## src/rtl/zrle_encoder.sv

```systemverilog
module zrle_encoder #(
  parameter int DW    = 16,
  parameter int RUN_W = 8
) (
  input  logic                 clk,
  input  logic                 rst_n,
  input  logic [DW-1:0]        thresh,
  input  logic                 in_valid,
  output logic                 in_ready,
  input  logic signed [DW-1:0] in_data,
  input  logic                 flush,
  output logic                 out_valid,
  input  logic                 out_ready,
  output logic                 out_run,
  output logic [DW-1:0]        out_data
);
  localparam logic [RUN_W-1:0] MAX_RUN = '1;

  logic [RUN_W-1:0] cnt;
  logic             lit_pend;
  logic [DW-1:0]    lit_data;
  logic [DW-1:0]    mag;
  logic             is_zero, free, take;

  assign mag      = in_data[DW-1] ? (~in_data + 1'b1) : in_data;
  assign is_zero  = (mag < thresh) || (in_data == '0);
  assign free     = !out_valid || out_ready;
  assign in_ready = free && !lit_pend && !flush;
  assign take     = in_valid && in_ready;

  always_ff @(posedge clk or negedge rst_n) begin
    if (!rst_n) begin
      cnt       <= '0;
      lit_pend  <= 1'b0;
      lit_data  <= '0;
      out_valid <= 1'b0;
      out_run   <= 1'b0;
      out_data  <= '0;
    end else begin
      if (out_valid && out_ready) out_valid <= 1'b0;
      if (free) begin
        if (lit_pend) begin
          out_valid <= 1'b1;
          out_run   <= 1'b0;
          out_data  <= lit_data;
          lit_pend  <= 1'b0;
        end else if (flush) begin
          if (cnt != '0) begin
            out_valid <= 1'b1;
            out_run   <= 1'b1;
            out_data  <= DW'(cnt);
            cnt       <= '0;
          end
        end else if (take) begin
          if (is_zero) begin
            if (cnt == MAX_RUN - 1'b1) begin
              out_valid <= 1'b1;
              out_run   <= 1'b1;
              out_data  <= DW'(MAX_RUN);
              cnt       <= '0;
            end else begin
              cnt <= cnt + 1'b1;
            end
          end else if (cnt != '0) begin
            out_valid <= 1'b1;
            out_run   <= 1'b1;
            out_data  <= DW'(cnt);
            lit_pend  <= 1'b1;
            lit_data  <= in_data;
            cnt       <= '0;
          end else begin
            out_valid <= 1'b1;
            out_run   <= 1'b0;
            out_data  <= in_data;
          end
        end
      end
    end
  end

  a_r8_hold_stalled: assert property (@(posedge clk) disable iff (!rst_n)
    (out_valid && !out_ready) |=> (out_valid && $stable(out_run) && $stable(out_data)));

  a_r5_block_pending: assert property (@(posedge clk) disable iff (!rst_n)
    lit_pend |-> !in_ready);

  a_r4_literal_follows: assert property (@(posedge clk) disable iff (!rst_n)
    (lit_pend && free) |=> (out_valid && !out_run && !lit_pend));

  a_r6_run_range: assert property (@(posedge clk) disable iff (!rst_n)
    (out_valid && out_run) |-> (out_data != '0 && out_data <= DW'(MAX_RUN)));

  a_r6_cnt_below_max: assert property (@(posedge clk) disable iff (!rst_n)
    cnt != MAX_RUN);

  a_r3_direct_literal: assert property (@(posedge clk) disable iff (!rst_n)
    (take && !is_zero && cnt == '0) |=> (out_valid && !out_run && out_data == $past(in_data)));
endmodule

```

## config.mk

```make
export PLATFORM = sky130hd
export DESIGN_NAME = zrle_encoder
export DESIGN_NICKNAME = d
export VERILOG_FILES = /design/src/rtl/zrle_encoder.sv
export SDC_FILE = /design/constraint.sdc
export NUM_CORES = 1
export LEC_CHECK = 0
export BUFFER_PORTS_ARGS = -buffer_cell sky130_fd_sc_hd__buf_4
export CAP_MARGIN = 20
export CORE_UTILIZATION = 35
export CTS_CLUSTER_SIZE = 40
export DETAILED_ROUTE_END_ITERATION = 10
export PLACE_DENSITY_LB_ADDON = 0.15
export SLEW_MARGIN = 25
export SYNTH_ARGS = -nofsm -noshare
export SYNTH_HDL_FRONTEND = slang
export SYNTH_SLANG_ARGS = --single-unit
```

## constraint.sdc

```tcl
create_clock -name clk -period 2.61 [get_ports clk]
set_clock_uncertainty 0.15 [all_clocks]
set_input_delay 0.261 -clock clk [delete_from_list [all_inputs] [get_ports clk]]
set_output_delay 0.261 -clock clk [all_outputs]
set_load 0.02 [all_outputs]
```

Word level (Yosys, flattened, before mapping)
Cells that the tools add are included.

Flip-flop bits (word level): 43. Input bits: 37. Output and inout bits: 19.

Add/subtract/negate cells: 2. $lt $le $gt $ge: 1. Eq/ne operators: 3. Multiplexer cells: 32. Bitwise logic cells: 4. Reductions and logical operators: 16.

Operators by type and width (count): 16-bit two-way mux (8); 8-bit two-way mux (5); 1-bit two-way mux (19); 16-bit by 1-bit adder with 16-bit output (second input constant) (1); 16-bit logical NOT (1); 16-bit less-than comparator (1); 16-bit inverter (1); 8-bit by 1-bit adder with 8-bit output (second input constant) (1); 8-bit == test (second input constant) (1); 8-bit nonzero test (1); 6-bit AND reduction (1); 1-bit logical AND (4); 4-bit by 3-bit != test with 1-bit output (second input constant) (1); 4-bit AND reduction (1); 1-bit logical NOT (3); 3-bit by 1-bit != test with 1-bit output (second input constant) (1); 1-bit inverter (3); 3-bit AND reduction (1); 3-bit nonzero test (1); 1-bit logical OR (2); 2-bit nonzero test (1).

Depth between registers and ports, before layout
Word-level depth: 10. Gate-level depth with buffers: 15. Depth with buffers taken out: 14.

Worst setup path before layout
OpenSTA, ideal clock, no wires.

Path kind: in2reg. Start: input port in_data[5]. End: register out_data[10]. Library setup time: 0.125 ns. Data arrival time: 4.180 ns. Slack: -1.845 ns. Cell stages on the path: 14. Buffers on the path: 1. Path through: or4_4 or3_1 or3_1 o31ai_1 xnor2_1 ha_1 and4_1 and3_1 a221o_1 a211oi_2 o21ai_2 a41oi_4 buf_12 mux2_4.

Cells in the longest elaborated chain, start to end: 9. Elaborated cells on any way between the ends: 12. Classes of those cells: add/sub (1); order compare (1); eq/ne (1); mux (5); bitwise (1); reduce/logical (3).

RTL lines: start, declared (line 10) `input logic signed [DW-1:0] in_data,`; 16-bit inverter (line 25) `assign mag = in_data[DW-1] ? (~in_data + 1'b1) : in_data;`; 16-bit by 1-bit adder with 16-bit output (line 25); 16-bit two-way mux (line 25); 16-bit less-than comparator (line 26) `assign is_zero = (mag < thresh) || (in_data == '0);`; 1-bit logical OR * (line 26); 16-bit two-way mux (line 55) `if (is_zero) begin`; 16-bit two-way mux (line 54) `end else if (take) begin`; 16-bit two-way mux (line 47) `end else if (flush) begin`; 16-bit two-way mux (line 42) `if (lit_pend) begin`; end signal, assigned (line 45) `out_data <= lit_data;`; end signal, assigned (line 51) `out_data <= DW'(cnt);`; end signal, assigned (line 59) `out_data <= DW'(MAX_RUN);`; end, declared (line 15) `output logic [DW-1:0] out_data`.

Every way passes the cells marked *; elsewhere a longest branch is shown, timed or not. The select of a mux whose other input is x is not followed. A chain may end at the register's enable or synchronous reset.

Worst setup path in the final report
Start: input port in_data[5]. End: register out_data[8].

The elaborated chain is that of the path after synthesis.

==> metrics <==
status complete, but fails checks; failing checks setup timing; P_leak 2.10 nW; GPL Wtd Cong 0.807; DRT Wirelength 7470 um; Worst Setup Start Kind primary input; Rel. slew slack 0.602; Critical Path Fanout Max 11; Final HPWL DP approximately 5600 um; DR pass1 iterations 4; Design Power between 2 and 3 mW; final worst slack -1.50 ns; Pwr Density 724 nW/um2; initial core utilization 0.365; first-pass GRT wire length 12,800 um; htree depth 2; Synth Flop Type dfrtp_1; Clk pin slew, worst setup/hold paths 0.07 ns; Clk Latency, worst-skew pair 0.29 ns; Hold Path Stages 2; GRT Overall Usage 0.191; initial DRC count 68; crit-path cells buf_6, or4_4, or3_4, or3_4, o31ai_4, xnor2_1, ha_1, and4_1, and3_4, a221o_1, a211oi_4, o21ai_2, a41oi_4, buf_12, mux2_4; Num Clock Sinks 43; worst slew pin tran approximately 0.59 ns; post-DR wirelength/cell 15.5 um; register area share after synthesis 0.378; clock root cell clkbuf_8; Max Freq roughly 0.24 GHz; cell total after placement 468; final number of max-transition violations 0; CP max-delay cell or4_4; syn_nets 326; placed instance area 3780 um2; total die area 8500 um2; yosys warns 0; Remaining DRCs 0; Core ar. 7810 um2; Distinct cells, synth 51; most common cell after layout, fill and taps aside buf_4; die width about 92 um; worst path bufs/invs 2; sw frac 0.350; Antenna Cells 0; Cell Area, Synth around 2800 um2; Clock power frac 0.132; # fillers ~700; Mean Syn Cell Area 10.6 um2; Die Y 92.2 um; worst path required time between 2 and 3 ns; crit path time final a little over 4 ns; Worst setup EP type flop; EDFF count, synth 0; share of layout cells above drive strength 1 0.450; non-filler instance count after layout 482; combinational share of power 0.512; crit path DAT around 4.1 ns; most frequent CP cell or3_4; Layout area overhead 43.9%; row count 32; Multi-input gate area approximately 1800 um2; Longest Clk Path Bufs 2; Num CTS Buffers 5; final core utilization 0.525; worst-case reg-to-reg path depth 10; initial antenna violation count 0; Port Buffers 55; Remaining Overflow, GRT 0; critical path type in -> reg; post-route setup TNS -61.43 ns; antenna-violating nets left 0; Int Power 1.93 mW; final worst path period share 1.57; design area 4100 um2; Psw 1.04 mW; Post-synth ARST share 1.00; CTS tree yes; largest net degree at the start of global routing 44; final setup violating endpoints 43; synthesis-stage register bit count 43; final hold vios 0; Critical Path Stages 15; crit-path max cell delay around 0.54 ns; register area 1080 um2; hold_ws 0.108 ns; Via density around 5.1; vias post-DR 2,451; Synth Instances 270; layout net count 437; pre-CTS WS -1.91 ns; RSZ-0062 raised after global routing yes; Sequential Power Share 0.355; Peak VDD IR 0.441 mV; most frequent cells in the layout 97 x buf_4, 43 x dfrtp_1, 29 x mux2_4; # IOs between 50 and 60; kind of cell adding the most delay to the critical path simple AND/OR/NAND/NOR gates; vias in the first global route 2,600; maxcap violations 0; Min-Delay Path Class in -> reg
==> cells by family (layout without fill, tap and decap cells) <==
family	after synthesis	in the layout	share of synthesized area
AOI/OAI and AO/OA	68	68	0.181
xor gates and xnor gates	14	14	0.0430
muxes	34	34	0.144
and+or+nand+nor	57	57	0.118
DFF	43	43	0.378
buffers and inverters	35	145	0.0531
adders and majority gates	19	19	0.0834
==> power groups by stage <==
stage	registers (mW)	logic, mW	clock network [mW]
2_1_floorplan	1.17	0.740	0
3_3_place_gp	1.05	1.38	0
3_5_place_dp	1.06	1.40	0
4_1_cts	1.05	1.49	0.405
5_1_grt	1.08	1.64	0.430
6_report	1.05	1.52	0.393
==> timing repair <==
item                       in CTS  in global routing
hold buffers                    1                  0
pin swaps                       3                 10
hold endpoints to repair       43                  0
resized for setup              37                 15
setup buffers                   3                  3
gates cloned                    2                  0
setup endpoints to repair      43                 43
==> sequential cells by signal (all words and copies together) (netlist names) <==
| register | count |
|---|---|
| out_valid | 1 |
| cnt | 8 |
| lit_data | 16 |
| lit_pend | 1 |
| out_run | 1 |
| out_data | 16 |
==> synth_stat cells (2+ instances only) <==
cell       number  area share
a211o_1         3      0.0092
a211oi_1        6       0.016
a21o_1          6       0.016
a21oi_1         3      0.0053
a221oi_1        2      0.0061
a22o_1          8       0.025
a2bb2oi_1       6       0.018
a31oi_1         2      0.0044
and3_1          4      0.0088
and4_1          2      0.0061
clkbuf_1        6      0.0079
dfrtp_1        43        0.38
ha_1           19       0.083
inv_1          26       0.034
mux2_2         21       0.083
mux2_4          9       0.047
mux2i_1         4       0.014
nand2_1        15       0.020
nand2b_1        3      0.0066
nand3_1         3      0.0053
nand4_1         2      0.0044
nor2_1          7      0.0092
nor3_1          4      0.0070
nor3b_1         3      0.0079
nor4_1          3      0.0066
o21ai_0        16       0.028
o31ai_1         4       0.011
or3_1           5       0.011
xnor2_1        13       0.040
==> final timing paths <==
path	startpoint	end	slack [ns]
max reg2reg	cnt[0]	out_data[8]	-0.03
min in group asynchronous	rst_n	out_data[13]	0.35
min reg2reg	out_data[11]	out_data[11]	0.37
max	in_data[5]	out_data[8]	-1.50
max in group asynchronous	rst_n	cnt[7]	1.59
min	flush	out_valid	0.11
==> per-layer routing <==
| metal | wire (um) | up-vias | global-route usage |
|---|---|---|---|
| li1 | - | 1216 | - |
| met1 | 3570 | 1188 | 0.252 |
| met2 | 3620 | 42 | 0.326 |
| met3 | 213 | 5 | 0.0323 |
| met4 | 62 | 0 | 0.0430 |
| met5 | 0 | - | 0 |
==> cell type report <==
class	count	area share
Multi-Input combinational cell	192	0.443
Sequential cell	43	0.263
Timing Repair Buffer	112	0.221
Tap cell	102	0.0311
Inverter	27	0.0247
Clock buffer	6	0.0177
Note: power is estimated with default switching activity, not from simulation.
